$ cat src/rtl/ata_tf_pkg.sv
`timescale 1ns/1ps
package ata_tf_pkg;
   localparam int TF_IDX_W = 4;
   localparam int BYTE_W   = 8;

   localparam logic [TF_IDX_W-1:0] IDX_DATA     = 4'h0;
   localparam logic [TF_IDX_W-1:0] IDX_DATA_ALT = 4'h8;
   localparam logic [TF_IDX_W-1:0] IDX_ODD      = 4'h9;
   localparam logic [TF_IDX_W-1:0] IDX_ERRFEAT  = 4'hD;
   localparam logic [TF_IDX_W-1:0] IDX_ALTSTAT  = 4'hE;
   localparam logic [TF_IDX_W-1:0] IDX_DEVADDR  = 4'hF;
   localparam logic [TF_IDX_W-1:0] CORE_ERRFEAT = 4'h1;

   localparam logic [BYTE_W-1:0] DEVADDR_BASE = 8'hC2;
   localparam logic [BYTE_W-1:0] DEVADDR_MASK = 8'h3C;

   typedef enum logic [2:0] {
      ACC_NONE,
      ACC_WIDE,
      ACC_BYTE,
      ACC_ODD,
      ACC_ALT,
      ACC_DADDR
   } acc_kind_e;
endpackage

$ cat src/rtl/tf_addr_remap.sv
`timescale 1ns/1ps
module tf_addr_remap
   import ata_tf_pkg::*;
#(
   parameter int ADDR_W       = 12,
   parameter int MODE_W       = 6,
   parameter int MEM_SHIFT    = 10,
   parameter int PRI_CMD_BASE = 'h1F0,
   parameter int PRI_CTL_BASE = 'h3F0,
   parameter int SEC_CMD_BASE = 'h170,
   parameter int SEC_CTL_BASE = 'h370
) (
   input  logic [ADDR_W-1:0]   addr,
   input  logic [MODE_W-1:0]   mode,
   output logic [TF_IDX_W-1:0] idx,
   output logic                idx_ok
);
   localparam int N_WIN   = 4;
   localparam int WIN_LSB = TF_IDX_W;
   localparam int CTL_OFF = 8;

   localparam logic [MODE_W-1:0] MODE_MEM  = MODE_W'(0);
   localparam logic [MODE_W-1:0] MODE_IO16 = MODE_W'(1);
   localparam logic [MODE_W-1:0] MODE_PRI  = MODE_W'(2);
   localparam logic [MODE_W-1:0] MODE_SEC  = MODE_W'(3);

   localparam int WIN_BASE [N_WIN] = '{PRI_CMD_BASE, PRI_CTL_BASE, SEC_CMD_BASE, SEC_CTL_BASE};
   localparam int WIN_OFF  [N_WIN] = '{0, CTL_OFF, 0, CTL_OFF};

   generate
      if (ADDR_W <= MEM_SHIFT + 1 || ADDR_W > 32) begin : g_bad_addr
         $error("tf_addr_remap: ADDR_W must exceed MEM_SHIFT+1 and be at most 32");
      end
      if (MODE_W < 2) begin : g_bad_mode
         $error("tf_addr_remap: MODE_W must be at least 2");
      end
   endgenerate

   logic [N_WIN-1:0]  win_hit;
   logic [ADDR_W-1:0] win_map [N_WIN];

   for (genvar w = 0; w < N_WIN; w++) begin : g_win
      localparam logic [ADDR_W-1:0] BASE = ADDR_W'(WIN_BASE[w]);
      localparam logic [ADDR_W-1:0] OFF  = ADDR_W'(WIN_OFF[w]);
      assign win_hit[w] = (addr[ADDR_W-1:WIN_LSB] == BASE[ADDR_W-1:WIN_LSB]);
      assign win_map[w] = addr - BASE + OFF;
   end

   logic              mem_hit;
   logic [ADDR_W-1:0] mapped;

   assign mem_hit = (addr[ADDR_W-1:MEM_SHIFT] == (ADDR_W-MEM_SHIFT)'(1));

   always_comb begin
      mapped = addr;
      case (mode)
         MODE_MEM:  if (mem_hit) mapped = '0;
         MODE_IO16: mapped = {{(ADDR_W-TF_IDX_W){1'b0}}, addr[TF_IDX_W-1:0]};
         MODE_PRI: begin
            if (win_hit[1])      mapped = win_map[1];
            else if (win_hit[0]) mapped = win_map[0];
         end
         MODE_SEC: begin
            if (win_hit[3])      mapped = win_map[3];
            else if (win_hit[2]) mapped = win_map[2];
         end
         default: mapped = addr;
      endcase
   end

   assign idx_ok = (mapped[ADDR_W-1:TF_IDX_W] == '0);
   assign idx    = mapped[TF_IDX_W-1:0];
endmodule

$ cat src/rtl/tf_access_router.sv
`timescale 1ns/1ps
module tf_access_router
   import ata_tf_pkg::*;
(
   input  logic                rd,
   input  logic                wr,
   input  logic [TF_IDX_W-1:0] idx,
   input  logic                idx_ok,
   input  logic                pwrdn,
   output acc_kind_e           kind,
   output logic                core_rd,
   output logic                core_wr,
   output logic                core_wide,
   output logic [TF_IDX_W-1:0] core_idx,
   output logic                rd_wide,
   output logic                wr_odd,
   output logic                wr_ctrl,
   output logic                wake
);
   logic fwd;

   always_comb begin
      kind = ACC_NONE;
      if (idx_ok) begin
         case (idx)
            IDX_DATA, IDX_DATA_ALT: kind = ACC_WIDE;
            IDX_ODD:                kind = ACC_ODD;
            IDX_ALTSTAT:            kind = ACC_ALT;
            IDX_DEVADDR:            kind = ACC_DADDR;
            default:                kind = ACC_BYTE;
         endcase
      end
   end

   always_comb begin
      core_idx = idx;
      if (kind == ACC_WIDE)      core_idx = IDX_DATA;
      else if (idx == IDX_ERRFEAT) core_idx = CORE_ERRFEAT;
   end

   assign fwd       = (kind == ACC_WIDE) || (kind == ACC_BYTE);
   assign core_rd   = rd & fwd;
   assign core_wr   = wr & fwd;
   assign core_wide = (kind == ACC_WIDE);
   assign rd_wide   = rd & (kind == ACC_WIDE);
   assign wr_odd    = wr & (kind == ACC_ODD);
   assign wr_ctrl   = wr & (kind == ACC_ALT);
   assign wake      = wr & pwrdn & (kind == ACC_BYTE) & (idx != IDX_ERRFEAT);
endmodule

$ cat src/rtl/tf_local_regs.sv
`timescale 1ns/1ps
module tf_local_regs
   import ata_tf_pkg::*;
#(
   parameter int DATA_W       = 16,
   parameter int SOFT_RST_REG = 1,
   parameter int SRST_BIT     = 2
) (
   input  logic              clk,
   input  logic              rst_n,
   input  logic              rd_wide,
   input  logic              wr_odd,
   input  logic              wr_ctrl,
   input  logic [BYTE_W-1:0] wbyte,
   input  logic [DATA_W-1:0] core_rdata,
   output logic [DATA_W-1:0] latch_word,
   output logic              byte_phase,
   output logic [BYTE_W-1:0] devctl,
   output logic              soft_reset_req
);
   generate
      if (SRST_BIT >= BYTE_W) begin : g_bad_bit
         $error("tf_local_regs: SRST_BIT outside device-control byte");
      end
   endgenerate

   always_ff @(posedge clk) begin
      if (!rst_n) begin
         latch_word <= '0;
         byte_phase <= 1'b0;
         devctl     <= '0;
      end else begin
         if (rd_wide) latch_word <= core_rdata;
         if (wr_odd) begin
            latch_word <= {{(DATA_W-BYTE_W){1'b0}}, wbyte};
            byte_phase <= ~byte_phase;
         end
         if (wr_ctrl) devctl <= wbyte;
      end
   end

   generate
      if (SOFT_RST_REG != 0) begin : g_srst_reg
         always_ff @(posedge clk) begin
            if (!rst_n) soft_reset_req <= 1'b0;
            else        soft_reset_req <= wr_ctrl & wbyte[SRST_BIT];
         end
      end else begin : g_srst_comb
         assign soft_reset_req = wr_ctrl & wbyte[SRST_BIT];
      end
   endgenerate
endmodule

$ cat src/rtl/ata_taskfile_decoder.sv
`timescale 1ns/1ps
module ata_taskfile_decoder
   import ata_tf_pkg::*;
#(
   parameter int ADDR_W       = 12,
   parameter int DATA_W       = 16,
   parameter int MODE_W       = 6,
   parameter int SOFT_RST_REG = 1
) (
   input  logic                clk,
   input  logic                rst_n,
   input  logic [ADDR_W-1:0]   host_addr,
   input  logic                host_rd,
   input  logic                host_wr,
   input  logic [DATA_W-1:0]   host_wdata,
   input  logic [MODE_W-1:0]   mode_sel,
   input  logic [DATA_W-1:0]   core_rdata,
   input  logic [7:0]          core_status,
   input  logic                drive_present,
   input  logic                drive_sel,
   input  logic                pwrdn_active,
   output logic [3:0]          core_idx,
   output logic                core_rd,
   output logic                core_wr,
   output logic                core_wide,
   output logic [DATA_W-1:0]   core_wdata,
   output logic [DATA_W-1:0]   host_rdata,
   output logic [7:0]          devctl,
   output logic                byte_phase,
   output logic                soft_reset_req,
   output logic                wake_req
);
   localparam int PAD_W = DATA_W - BYTE_W;

   generate
      if (DATA_W != 2 * BYTE_W) begin : g_bad_data
         $error("ata_taskfile_decoder: DATA_W must be two bytes");
      end
   endgenerate

   logic [TF_IDX_W-1:0] idx;
   logic                idx_ok;
   acc_kind_e           kind;
   logic                rd_wide, wr_odd, wr_ctrl;
   logic [DATA_W-1:0]   latch_word;
   logic [BYTE_W-1:0]   daddr_byte;
   logic [BYTE_W-1:0]   sel_ext;

   tf_addr_remap #(.ADDR_W(ADDR_W), .MODE_W(MODE_W)) remap_i (
      .addr   (host_addr),
      .mode   (mode_sel),
      .idx    (idx),
      .idx_ok (idx_ok)
   );

   tf_access_router router_i (
      .rd        (host_rd),
      .wr        (host_wr),
      .idx       (idx),
      .idx_ok    (idx_ok),
      .pwrdn     (pwrdn_active),
      .kind      (kind),
      .core_rd   (core_rd),
      .core_wr   (core_wr),
      .core_wide (core_wide),
      .core_idx  (core_idx),
      .rd_wide   (rd_wide),
      .wr_odd    (wr_odd),
      .wr_ctrl   (wr_ctrl),
      .wake      (wake_req)
   );

   tf_local_regs #(.DATA_W(DATA_W), .SOFT_RST_REG(SOFT_RST_REG)) regs_i (
      .clk            (clk),
      .rst_n          (rst_n),
      .rd_wide        (rd_wide),
      .wr_odd         (wr_odd),
      .wr_ctrl        (wr_ctrl),
      .wbyte          (host_wdata[BYTE_W-1:0]),
      .core_rdata     (core_rdata),
      .latch_word     (latch_word),
      .byte_phase     (byte_phase),
      .devctl         (devctl),
      .soft_reset_req (soft_reset_req)
   );

   assign core_wdata = host_wdata;
   assign sel_ext    = ~{{(BYTE_W-1){1'b0}}, drive_sel};
   assign daddr_byte = DEVADDR_BASE | ((sel_ext << 2) & DEVADDR_MASK);

   always_comb begin
      host_rdata = '0;
      if (host_rd) begin
         case (kind)
            ACC_WIDE:  host_rdata = core_rdata;
            ACC_BYTE:  host_rdata = {{PAD_W{1'b0}}, core_rdata[BYTE_W-1:0]};
            ACC_ODD:   host_rdata = {{PAD_W{1'b0}}, latch_word[DATA_W-1:BYTE_W]};
            ACC_ALT:   host_rdata = drive_present ? {{PAD_W{1'b0}}, core_status} : '0;
            ACC_DADDR: host_rdata = {{PAD_W{1'b0}}, daddr_byte};
            default:   host_rdata = '0;
         endcase
      end
   end
endmodule

$ cat config.mk
export PLATFORM = sky130hd
export DESIGN_NAME = ata_taskfile_decoder
export DESIGN_NICKNAME = d
export VERILOG_FILES = /design/src/rtl/ata_tf_pkg.sv /design/src/rtl/tf_addr_remap.sv /design/src/rtl/tf_access_router.sv /design/src/rtl/tf_local_regs.sv /design/src/rtl/ata_taskfile_decoder.sv
export SDC_FILE = /design/constraint.sdc
export NUM_CORES = 1
export LEC_CHECK = 0
export BUFFER_PORTS_ARGS = -buffer_cell sky130_fd_sc_hd__buf_2
export CAP_MARGIN = 20
export CORE_MARGIN = 4
export CORE_UTILIZATION = 45
export CTS_CLUSTER_DIAMETER = 200
export CTS_CLUSTER_SIZE = 30
export DETAILED_ROUTE_END_ITERATION = 16
export GPL_TIMING_DRIVEN = 0
export HOLD_SLACK_MARGIN = 0.03
export PLACE_DENSITY_LB_ADDON = 0.15
export SLEW_MARGIN = 30
export SYNTH_ARGS = -nofsm -noshare
export SYNTH_HDL_FRONTEND = slang
export SYNTH_SLANG_ARGS = --single-unit
$ cat constraint.sdc
create_clock -name clk -period 8.1 [get_ports clk]
set_input_delay 1.62 -clock clk [delete_from_list [all_inputs] [get_ports clk]]
set_output_delay 1.62 -clock clk [all_outputs]
set_load 0.005 [all_outputs]
**Word-level counts from Yosys, hierarchy flattened**

Index checks and enable logic that the tools add are counted.

- Bits in registers: 18
- Bits of input ports: 65
- Output and inout port bits: 50

- $add $sub $neg: 6
- Equal/unequal tests: 19
- Multiplexer cells: 13
- Bitwise logic cells: 12
- Reduce and logical (&&, ||, !) cells: 6

Operators by type and width:

| operator | count |
|---|---|
| 16-bit case mux with 5 select lines | 1 |
| 12-bit 2-to-1 mux | 5 |
| 12-bit case mux with 4 select lines | 1 |
| 12-bit by 4-bit adder with 12-bit output (second input constant) | 2 |
| 12-bit by 10-bit subtractor with 12-bit output (second input constant) | 2 |
| 12-bit by 9-bit subtractor with 12-bit output (second input constant) | 2 |
| 4-bit equality test (second input constant) | 5 |
| 8-bit by 5-bit equality test with 1-bit output (second input constant) | 2 |
| 8-bit by 6-bit equality test with 1-bit output (second input constant) | 2 |
| 16-bit 2-to-1 mux | 1 |
| 6-bit by 2-bit equality test with 1-bit output (second input constant) | 2 |
| 3-bit case mux with 4 select lines | 1 |
| 1-bit AND | 9 |
| 8-bit logical NOT | 1 |
| 4-bit 2-to-1 mux | 2 |
| 8-bit 2-to-1 mux | 1 |
| 3-bit by 2-bit equality test with 1-bit output (second input constant) | 2 |
| 3-bit equality test (second input constant) | 2 |
| 6-bit by 1-bit equality test with 1-bit output (second input constant) | 1 |
| 6-bit logical NOT | 1 |
| 4-bit logical NOT | 1 |
| 4-bit inequality test (second input constant) | 1 |
| 1-bit inverter with 4-bit output | 1 |
| 2-bit OR reduction | 2 |
| other kinds (5) | 6 |

**Logic depth before layout (Yosys ltp)**

Gate-level depths: netlist (run 1).

- Word-level depth: 11
- Depth in mapped cells: 10
- Mapped depth without buffers: 8

**Cells and area by module**

A second synthesis (run 1) with hierarchy kept.

- Cell total of the unflattened synthesis: 269
- Area total of the unflattened synthesis: 2277.2 um2

By module, submodules not included:

| module | times used | cells each | area each (um2) | seq. area each (um2) |
|---|---|---|---|---|
| tf_local_regs | 1 | 93 | 1069.8 | 520.5 |
| ata_taskfile_decoder | 1 | 87 | 591.8 | 0.0 |
| tf_addr_remap | 1 | 61 | 429.2 | 0.0 |
| tf_access_router | 1 | 28 | 186.4 | 0.0 |

**Worst setup path after synthesis (run 1)**

No wires, ideal clock.

- Kind: input to output
- From: input host_addr[4]
- To: output core_idx[3]
- Data arrival time: 3319 ps
- Required time: 6480 ps
- Setup slack: 3161 ps
- Stages on the path: 8
- Path buffers: 1
- Cell sequence: ha_1 > and4bb_1 > nand2_1 > a311o_1 > a311o_1 > buf_6 > and3_1 > a311oi_1

- Longest elaborated chain between the ends: 10
- Elaborated cells between the ends (all ways): 29

RTL lines:

| item | line | RTL |
|---|---|---|
| start: declaration | ata_taskfile_decoder.sv:12 | `input logic [ADDR_W-1:0] host_addr,` |
| branches (longest 3 deep; another with 12-bit by 10-bit subtractor with 12-bit output) | n/a |  |
| 12-bit case mux with 4 select lines * | tf_addr_remap.sv:56 | `case (mode)` |
| 4-bit equality test / 4-bit logical NOT (equally long branches) | tf_access_router.sv:25 | `case (idx)` |
| 2-bit OR reduction | tf_access_router.sv:25 |  |
| 3-bit case mux with 4 select lines | tf_access_router.sv:25 |  |
| 3-bit 2-to-1 mux | tf_access_router.sv:24 | `if (idx_ok) begin` |
| 3-bit by 1-bit equality test with 1-bit output | tf_access_router.sv:37 | `if (kind == ACC_WIDE) core_idx = IDX_DATA;` |
| 4-bit 2-to-1 mux * | tf_access_router.sv:37 |  |
| end: declaration | ata_taskfile_decoder.sv:22 | `output logic [3:0] core_idx,` |

Every way passes the cells marked *.

**Worst setup path in the final report (run 1)**

Ends and elaborated chain as after synthesis.

==> impl_metrics.env, run 1 <==
export IMPL_placed_cells=387
export IMPL_synth_top_cell_area_share=0.208
export IMPL_vias_per_cell=5.52
export IMPL_syn_area_um2=1730
export IMPL_worstPathCellList="buf_2 -> ha_1 -> and4bb_1 -> nand2_1 -> a311o_1 -> a311o_1 -> buf_6 -> and3_1 -> a311oi_1 -> buf_2"
export IMPL_post_cts_resize_count=0
export IMPL_ys_warn_count=0
export IMPL_tns_ps=0
export IMPL_drive_gt1_frac=0.417
export IMPL_postSynth_asyncResetShare=0
export IMPL_cts_sinks=18
export IMPL_die_w_um=70.0
export IMPL_fmax_mhz=185
export IMPL_p_leak_nw=1.16
export IMPL_holdCritPathClass="reg2reg"
export IMPL_final_min_clock_period_ps=5410
export IMPL_nNetsFinal=412
export IMPL_grt_overflow_total=0
export IMPL_dp_hpwl_um=4080
export IMPL_arrival_ps=3790
export IMPL_power_density_nw_per_um2=95.9
export IMPL_end_kind="output port"
export IMPL_ys_seq_area_frac=0.208
export IMPL_finalHoldViolCount=0
export IMPL_drt_total_wl_um=5050
export IMPL_ant_nets=0
export IMPL_cp_slowest_cell="a311o_1"
export IMPL_grt_pass1_wl_um=8490
export IMPL_h_tree_depth=1
export IMPL_synthTopCellsByArea="dfxtp_1 (21%), buf_4 (7.4%), nand3_1 (6.6%)"
export IMPL_internal_power_mw=0.164
export IMPL_grt_usage=0.198
export IMPL_switching_share=0.278
export IMPL_io_pins=115
export IMPL_max_slew_margin=0.609
export IMPL_crit_path_start="host_addr[4]"
export IMPL_grt_pass1_vias=1966
export IMPL_cp_start_kind="input pin"
export IMPL_cp_required_ps=6480
export IMPL_synth_top_area_cell="dfxtp_1"
export IMPL_ys_types=52
export IMPL_drv_slew=0
export IMPL_clkSlewWorstSetupHoldPaths_ps=70
export IMPL_worst_path_max_fanout=10
export IMPL_maxCapViolCount=0
export IMPL_drtIter0Drc=94
export IMPL_dr_pass1_iters=4
export IMPL_cts_tree="done"
export IMPL_clkLatencyLatePin_ps=250
export IMPL_die_area_um2=4900
export IMPL_comb_power_share=0.284
export IMPL_p_seq_frac=0.390
export IMPL_route_detailed_drc=0
export IMPL_r2r_start="regs_i.byte_phase"
export IMPL_finalSetupViolations=0
export IMPL_wl_per_cell_um=12.9
export IMPL_syn_nets=303
export IMPL_die_h_um=70.0
export IMPL_postCtsHoldBufs=0
export IMPL_routabilityCongestion=0.829
export IMPL_p_switching_mw=0.0630
export IMPL_dr_total_vias=2157
export IMPL_start_util=0.469
export IMPL_port_buffers=104
export IMPL_grt_max_degree=11
export IMPL_worst_pin_slew_ps=581
export IMPL_power_total_mw=0.227
export IMPL_slowest_delay_ps=350
export IMPL_synth_avg_cell_area_um2=7.37
export IMPL_synth_edf_count=0
export IMPL_worstSetupPathType="in2out"
export IMPL_area_delta_synth_final_pct=36.7
export IMPL_synth_seq_cells=18
export IMPL_post_synth_inst_count=235
export IMPL_postCtsSetupRepairBufs=0
export IMPL_core_um2=3690
export IMPL_nFillCells=372
export IMPL_min_period_over_period=0.668
export IMPL_clockBufferDepth=2
export IMPL_cp_top_family="compound AO/OA/AOI/OAI gates"
export IMPL_hold_ws_ps=474
export IMPL_ir_drop_mv=0.109
export IMPL_synthFlopType="dfxtp_1"
export IMPL_cp_num_buf_inv=3
export IMPL_numCtsBuffers=3
export IMPL_hold_path_startpoint="regs_i.byte_phase"
export IMPL_ys_top_cells_by_count="nand2_1 (23), nand3_1 (23), dfxtp_1 (18)"
export IMPL_status="completed"
export IMPL_clock_power_share=0.325
export IMPL_antenna_found_initial=0
export IMPL_skew_ps=0
export IMPL_stdcell_count=391
export IMPL_diodes=0
export IMPL_row_count=22
export IMPL_rsz0062_at_grt="false"
export IMPL_clock_root_buffer="clkbuf_8"
final cells by class:
class | count | area [um^2] | share of cell area
multi-input cells | 176 | 1120 | 0.475
repair buffers | 104 | 520 | 0.220
flip-flops and latches | 18 | 360 | 0.152
plain buffers | 28 | 198 | 0.0835
well taps | 48 | 60.1 | 0.0254
clock buffers | 4 | 55.1 | 0.0233
inverters | 13 | 48.8 | 0.0206
logic make-up after synthesis:
| logic type | Yosys count | synth area share |
|---|---|---|
| adder cells (fa/ha/maj) | 3 | 0.0217 |
| AO/OA/AOI/OAI | 75 | 0.289 |
| flip-flops | 18 | 0.208 |
| XOR/XNOR | 1 | 0.00506 |
| multiplexers | 2 | 0.0116 |
| AND/OR/NAND/NOR | 95 | 0.322 |
| buffers and inverters | 41 | 0.142 |
flip-flops by register name, indices dropped and copies added, names as in the netlist:
name / flops
regs_i.byte_phase: 1
regs_i.devctl: 8
regs_i.latch_word: 8
regs_i.soft_reset_req: 1
metrics by stage:
step,cell area (um^2),setup WS (ps),util
floorplan,1730,3160,-
global placement,2310,2700,0.627
detailed placement,2310,2690,0.627
CTS,2370,2700,0.642
global route,2370,2530,0.642
finish,2370,2690,0.642
final timing paths:
path                                          end  cells past startpoint  slack, ps
worst min-delay path            regs_i.byte_phase                      2        470
worst max-delay path                  core_idx[3]                     10       2690
worst max register to register  regs_i.byte_phase                      2       7460
worst min register to register  regs_i.byte_phase                      2        470
power by group through the flow:
stage          combinational (mW)  sequential [mW]  clock (mW)
4_1_cts                    0.0644           0.0886      0.0756
3_5_place_dp               0.0641           0.0906           0
5_1_grt                    0.0719           0.0885      0.0791
2_1_floorplan              0.0351           0.0906           0
3_3_place_gp               0.0635           0.0906           0
6_report                   0.0645           0.0886      0.0739
worst min-delay path: cells and delay by family, from the launching register on:
kind,cells,cell delay [ps]
DFF,1,320
muxes,1,60
and+or+nand+nor,1,50
layer usage:
layer	track usage	vias to the layer above	wire length (um)
li1	-	1085	-
met1	0.260	974	2230
met2	0.336	95	2250
met3	0.0489	3	553
met4	0.0255	0	14
met5	0	-	0
placed cells by master, fill, tap and decap left out, types with 2 or more instances in the layout:
| master | count |
|---|---|
| a211oi_1 | 6 |
| a21oi_1 | 17 |
| a22oi_1 | 7 |
| a2bb2oi_1 | 2 |
| a311o_1 | 2 |
| a311oi_1 | 2 |
| a31oi_1 | 13 |
| and2_1 | 3 |
| and3_1 | 4 |
| buf_2 | 109 |
| buf_4 | 17 |
| buf_6 | 3 |
| clkbuf_1 | 3 |
| clkbuf_8 | 4 |
| dfxtp_1 | 18 |
| ha_1 | 3 |
| inv_1 | 13 |
| mux2i_1 | 2 |
| nand2_1 | 23 |
| nand2b_1 | 2 |
| nand3_1 | 23 |
| nand3b_1 | 5 |
| nand4_1 | 3 |
| nand4b_1 | 2 |
| nor2_1 | 3 |
| nor2b_1 | 3 |
| nor3_1 | 9 |
| o21ai_0 | 17 |
Power figures use the tool's default switching activity.
==> run 2: changes to the inputs <==
--- a/config.mk
+++ b/config.mk
@@ -5,10 +5,11 @@
 export SDC_FILE = /design/constraint.sdc
 export NUM_CORES = 1
 export LEC_CHECK = 0
+export ABC_AREA = 1
 export BUFFER_PORTS_ARGS = -buffer_cell sky130_fd_sc_hd__buf_2
 export CAP_MARGIN = 20
 export CORE_MARGIN = 4
-export CORE_UTILIZATION = 45
+export CORE_UTILIZATION = 40
 export CTS_CLUSTER_DIAMETER = 200
 export CTS_CLUSTER_SIZE = 30
 export DETAILED_ROUTE_END_ITERATION = 16
==> constraint.sdc (replaced) <==
create_clock -name clk -period 4.42 [get_ports clk]
set_input_delay 0.884 -clock clk [delete_from_list [all_inputs] [get_ports clk]]
set_output_delay 0.884 -clock clk [all_outputs]
set_load 0.005 [all_outputs]
==> impl_metrics.env, run 2 <==
export IMPL_die_h_um=76.9
export IMPL_start_util=0.424
export IMPL_ys_seq_area_frac=0.190
export IMPL_synth_seq_cells=18
export IMPL_power_total_mw=0.413
export IMPL_cp_required_ps=3540
export IMPL_vias_per_cell=4.78
export IMPL_dr_pass1_iters=4
export IMPL_routabilityCongestion=0.898
export IMPL_diodes=0
export IMPL_drt_total_wl_um=5390
export IMPL_nNetsFinal=504
export IMPL_clkSlewWorstSetupHoldPaths_ps=70
export IMPL_route_detailed_drc=0
export IMPL_top_regs="regs_i.devctl (8), regs_i.latch_word (8)"
export IMPL_grt_pass1_vias=2138
export IMPL_tns_ps=0
export IMPL_postSynth_asyncResetShare=0
export IMPL_ys_types=29
export IMPL_core_um2=4470
export IMPL_h_tree_depth=1
export IMPL_fin_util=0.568
export IMPL_port_buffers=105
export IMPL_cp_common_cell="nor2_1"
export IMPL_synthTopCellsByArea="dfxtp_1 (19%), nand2_1 (18%), inv_1 (9.1%)"
export IMPL_io_pins=115
export IMPL_rsz0062_at_grt="false"
export IMPL_dp_hpwl_um=4640
export IMPL_finalSetupViolations=0
export IMPL_cp_slowest_cell="nand3_1"
export IMPL_area_delta_synth_final_pct=34.0
export IMPL_status="completed"
export IMPL_synthFlopType="dfxtp_1"
export IMPL_layout_common_cells="buf_2 (105), nand2_1 (89), inv_1 (46), nor2_1 (44), nand3_1 (32)"
export IMPL_synth_top_cell_area_share=0.190
export IMPL_post_cts_resize_count=0
export IMPL_clockBufferDepth=2
export IMPL_p_leak_nw=1.57
export IMPL_cp_num_buf_inv=4
export IMPL_cts_tree="done"
export IMPL_worst_pin_slew_ps=446
export IMPL_ys_top_cells_by_count="nand2_1 (89), inv_1 (46), nor2_1 (44), nand3_1 (32), a21oi_1 (20)"
export IMPL_syn_nets=394
export IMPL_synth_edf_count=0
export IMPL_finalHoldViolCount=0
export IMPL_yosysMostFrequentCell="nand2_1"
export IMPL_postCtsSetupRepairBufs=0
export IMPL_clkLatencyLatePin_ps=250
export IMPL_row_count=24
export IMPL_hold_path_startpoint="regs_i.latch_word[10]"
export IMPL_min_period_over_period=0.909
export IMPL_clock_root_buffer="clkbuf_8"
export IMPL_worst_path_max_fanout=6
export IMPL_final_min_clock_period_ps=4020
export IMPL_cp_top_family="simple AND/OR/NAND/NOR gates"
export IMPL_end_kind="output port"
export IMPL_holdCritPathClass="reg2reg"
export IMPL_ant_nets=0
export IMPL_drv_slew=0
export IMPL_hold_ws_ps=468
export IMPL_worstSetupPathType="in2out"
export IMPL_worstPathCellList="buf_2 -> inv_1 -> ha_1 -> inv_1 -> nand3_1 -> nor2_1 -> nor2_1 -> nor3_1 -> nand3_1 -> nand2_1 -> nand3_4 -> nor2_2 -> nand3_1 -> nor2_1 -> nor2_1 -> a21oi_1 -> buf_2"
export IMPL_synth_avg_cell_area_um2=5.82
export IMPL_die_area_um2=5910
export IMPL_hold_depth=2
export IMPL_slowest_delay_ps=240
export IMPL_grt_max_degree=11
export IMPL_skew_ps=0
export IMPL_ff2ff_path_depth=3
export IMPL_numCtsBuffers=3
export IMPL_cp_start_kind="input pin"
export IMPL_die_w_um=76.9
export IMPL_grt_usage=0.175
export IMPL_synth_top_area_cell="dfxtp_1"
export IMPL_maxCapViolCount=0
export IMPL_ir_drop_mv=0.196
export IMPL_antenna_found_initial=0
export IMPL_ys_warn_count=0
export IMPL_drive_gt1_frac=0.354
export IMPL_max_slew_margin=0.702
export IMPL_grt_pass1_wl_um=8900
export IMPL_drtIter0Drc=70
export IMPL_wl_per_cell_um=11.1
export IMPL_grt_overflow_total=0
export IMPL_postCtsHoldBufs=0
export IMPL_fmax_mhz=249
export IMPL_dr_total_vias=2329
export IMPL_cp_depth=17
export IMPL_crit_path_start="host_addr[3]"
export IMPL_arrival_ps=3140
export IMPL_post_synth_inst_count=326
export IMPL_r2r_start="regs_i.byte_phase"
export IMPL_cts_sinks=18
export IMPL_power_density_nw_per_um2=162
export IMPL_syn_area_um2=1900
export IMPL_final_common_cell="buf_2"
run 2: cell count changes after synthesis, moves of 6 or more:
| cell | before | now |
|---|---|---|
| nand2_1 | 23 | 89 |
| o21ai_0 | 17 | 2 |
| a22oi_1 | 7 | 0 |
| nor3_1 | 9 | 1 |
| a31oi_1 | 13 | 0 |
| o211a_1 | 1 | 7 |
| nor2_1 | 3 | 44 |
| a211oi_1 | 6 | 0 |
| inv_1 | 13 | 46 |
| nand3_1 | 23 | 32 |
run 2: report_power, final:
group	internal, mW	switching, mW	leakage [nW]
Sequential	0.163	0.000192	0.145
Clock	0.0790	0.0519	0.0288
Combinational	0.0536	0.0653	1.40
Total	0.295	0.117	1.57
run 2: area by class of cell:
cell class | instances | area [um^2]
repair buffers | 105 | 526
well taps | 52 | 65.1
flip-flops and latches | 18 | 360
inverters | 54 | 203
multi-input cells | 235 | 1190
clock buffers | 4 | 55.1
fillers | 466 | 1930
plain buffers | 19 | 143
run 2: kinds of logic after synthesis:
family	synth area share
AND/OR/NAND/NOR	0.484
adder cells (fa/ha/maj)	0.0198
AO/OA/AOI/OAI	0.124
buffers and inverters	0.182
flip-flops	0.190
run 2: per-stage QoR:
step	cell area, um^2	std cells	setup slack [ps]
6_report	2540	487	401
5_1_grt	2540	487	44.7
4_1_cts	2540	487	373
3_5_place_dp	2490	483	385
3_3_place_gp	2490	483	379
2_1_floorplan	1900	326	986
run 2: routing by layer:
metal | wire length [um] | part of all wire | GRT usage | up-vias
met3 | 398 | 0.074 | 0.0328 | 8
li1 | - | - | - | 1242
met5 | 0 | 0 | 0 | -
met1 | 2300 | 0.43 | 0.209 | 1004
met2 | 2610 | 0.48 | 0.318 | 75
met4 | 82 | 0.015 | 0.0489 | 0
run 2: worst paths after layout:
kind	endpoint	slack, ps
max reg2reg	regs_i.byte_phase	3730
min reg2reg	regs_i.latch_word[10]	470
max	host_rdata[7]	400
min	regs_i.latch_word[10]	470
run 2: tightest hold or removal path, stage by stage (launching register included):
cell     delay [ps]
dfxtp_1         320
nand2_1          60
a21oi_1          50
==> run 3: changes to the inputs <==
--- a/config.mk
+++ b/config.mk
@@ -9,7 +9,7 @@
 export BUFFER_PORTS_ARGS = -buffer_cell sky130_fd_sc_hd__buf_2
 export CAP_MARGIN = 20
 export CORE_MARGIN = 4
-export CORE_UTILIZATION = 40
+export CORE_UTILIZATION = 30
 export CTS_CLUSTER_DIAMETER = 200
 export CTS_CLUSTER_SIZE = 30
 export DETAILED_ROUTE_END_ITERATION = 16
==> impl_metrics.env, run 3 (synthesized netlist as in run 2, its figures left out) <==
export IMPL_status="completed"
export IMPL_die_h_um=87.5
export IMPL_start_util=0.315
export IMPL_routabilityCongestion=0.885
export IMPL_max_slew_margin=0.715
export IMPL_wl_per_cell_um=10.8
export IMPL_internal_power_mw=0.295
export IMPL_r2r_start="regs_i.byte_phase"
export IMPL_vias_per_cell=4.41
export IMPL_holdCritPathClass="reg2reg"
export IMPL_worstPathCellList="buf_2 -> inv_1 -> ha_1 -> inv_1 -> nand3_1 -> nor2_1 -> nor2_1 -> nor3_1 -> nand3_1 -> nand2_1 -> nand3_4 -> nor2_2 -> nand3_1 -> nor2_1 -> nor2_1 -> a21oi_1 -> buf_2"
export IMPL_finalHoldViolCount=0
export IMPL_dr_total_vias=2248
export IMPL_dp_hpwl_um=4770
export IMPL_grt_pass1_wl_um=9150
export IMPL_cp_common_cell="nor2_1"
export IMPL_top_regs="regs_i.devctl (8), regs_i.latch_word (8)"
export IMPL_p_seq_frac=0.393
export IMPL_diodes=0
export IMPL_route_detailed_drc=0
export IMPL_power_density_nw_per_um2=161
export IMPL_hold_depth=2
export IMPL_drtIter0Drc=79
export IMPL_cts_sinks=18
export IMPL_clkSlewWorstSetupHoldPaths_ps=60
export IMPL_grt_overflow_total=0
export IMPL_clockBufferDepth=2
export IMPL_ff2ff_path_depth=3
export IMPL_min_to="regs_i.latch_word[10]"
export IMPL_fin_util=0.427
export IMPL_cp_slowest_cell="nand3_1"
export IMPL_min_period_over_period=0.903
export IMPL_comb_power_share=0.287
export IMPL_postCtsSetupRepairBufs=0
export IMPL_arrival_ps=3110
export IMPL_maxCapViolCount=0
export IMPL_rsz0062_at_grt="false"
export IMPL_clock_power_share=0.320
export IMPL_fmax_mhz=251
export IMPL_port_buffers=105
export IMPL_grt_pass1_vias=2167
export IMPL_row_count=28
export IMPL_final_common_cell="buf_2"
export IMPL_dpl_cell_area_um2=2520
export IMPL_cts_tree="done"
export IMPL_ir_drop_mv=0.185
export IMPL_dr_pass1_iters=4
export IMPL_core_um2=6030
export IMPL_clock_root_buffer="clkbuf_8"
export IMPL_p_leak_nw=1.57
export IMPL_worst_r2r_setup_slack_ps=3730
export IMPL_slowest_delay_ps=220
export IMPL_grt_max_degree=11
export IMPL_end_kind="output port"
export IMPL_area_delta_synth_final_pct=35.6
export IMPL_numCtsBuffers=3
export IMPL_clkLatencyLatePin_ps=250
export IMPL_p_switching_mw=0.119
export IMPL_finalSetupViolations=0
export IMPL_worst_pin_slew_ps=427
export IMPL_drt_total_wl_um=5520
export IMPL_die_area_um2=7660
export IMPL_finish_instance_area_um2=2570
export IMPL_cp_num_buf_inv=4
export IMPL_antenna_found_initial=0
export IMPL_drv_slew=0
export IMPL_cp_top_family="simple AND/OR/NAND/NOR gates"
export IMPL_hold_path_startpoint="regs_i.latch_word[10]"
export IMPL_skew_ps=0
export IMPL_nNetsFinal=504
export IMPL_drive_gt1_frac=0.354
export IMPL_die_w_um=87.5
export IMPL_ant_nets=0
export IMPL_cp_required_ps=3540
export IMPL_h_tree_depth=1
export IMPL_grt_usage=0.144
export IMPL_io_pins=115
export IMPL_post_cts_resize_count=0
export IMPL_cp_start_kind="input pin"
export IMPL_worst_path_max_fanout=6
export IMPL_worstSetupPathType="in2out"
export IMPL_layout_common_cells="buf_2 (105), nand2_1 (89), inv_1 (46), nor2_1 (44), nand3_1 (32)"
export IMPL_switching_share=0.287
export IMPL_final_min_clock_period_ps=3990
export IMPL_postCtsHoldBufs=0
export IMPL_reg2reg_to="regs_i.byte_phase"
export IMPL_tns_ps=0
## run 3: cell counts in the layout (fill, tap and decap cells not counted)
Identical to the previous run, type by type.
## run 3: per-stage QoR
stage               total power, mW  instances  setup WS, ps  hold slack, ps
floorplan                     0.233        326           986             441
global placement              0.285        506           427             448
detailed placement            0.286        506           411             453
CTS                           0.418        510           401             464
global route                  0.440        510          76.2             485
finish                        0.414        510           430             464
## run 3: worst max path at each step
stage,to,from,slack (ps),cells after the start
after floorplan,host_rdata[1],host_addr[3],990,15
after global placement,host_rdata[7],host_addr[3],430,19
after detailed placement,host_rdata[6],host_addr[4],410,17
after CTS,host_rdata[6],host_addr[4],400,17
after global routing,host_rdata[6],host_addr[4],80,17
final,host_rdata[6],host_addr[4],430,17
## run 3: metal layers
layer	vias to the layer above	part of all wire	GRT usage
li1	1233	-	-
met1	939	0.44	0.179
met2	67	0.46	0.248
met3	9	0.077	0.0274
met4	0	0.019	0.0502
met5	-	0	0
## run 3: tightest hold or removal path: stages, from the launching register on
cell and delay, ps:
dfxtp_1 310, nand2_1 60, a21oi_1 50
## run 3: layout make-up
class,instances,area (um^2)
repair buffers,105,526
flip-flops and latches,18,360
multi-input cells,235,1190
well taps,75,93.8
fillers,694,3450
inverters,54,203
clock buffers,4,55.1
plain buffers,19,143
## run 3: power by group through the flow
| stage | logic [mW] | clock network, mW | registers [mW] |
|---|---|---|---|
| 2_1_floorplan | 0.0668 | 0 | 0.166 |
| 3_3_place_gp | 0.119 | 0 | 0.166 |
| 4_1_cts | 0.120 | 0.135 | 0.163 |
| 5_1_grt | 0.136 | 0.141 | 0.163 |
| 3_5_place_dp | 0.120 | 0 | 0.166 |
| 6_report | 0.119 | 0.132 | 0.163 |
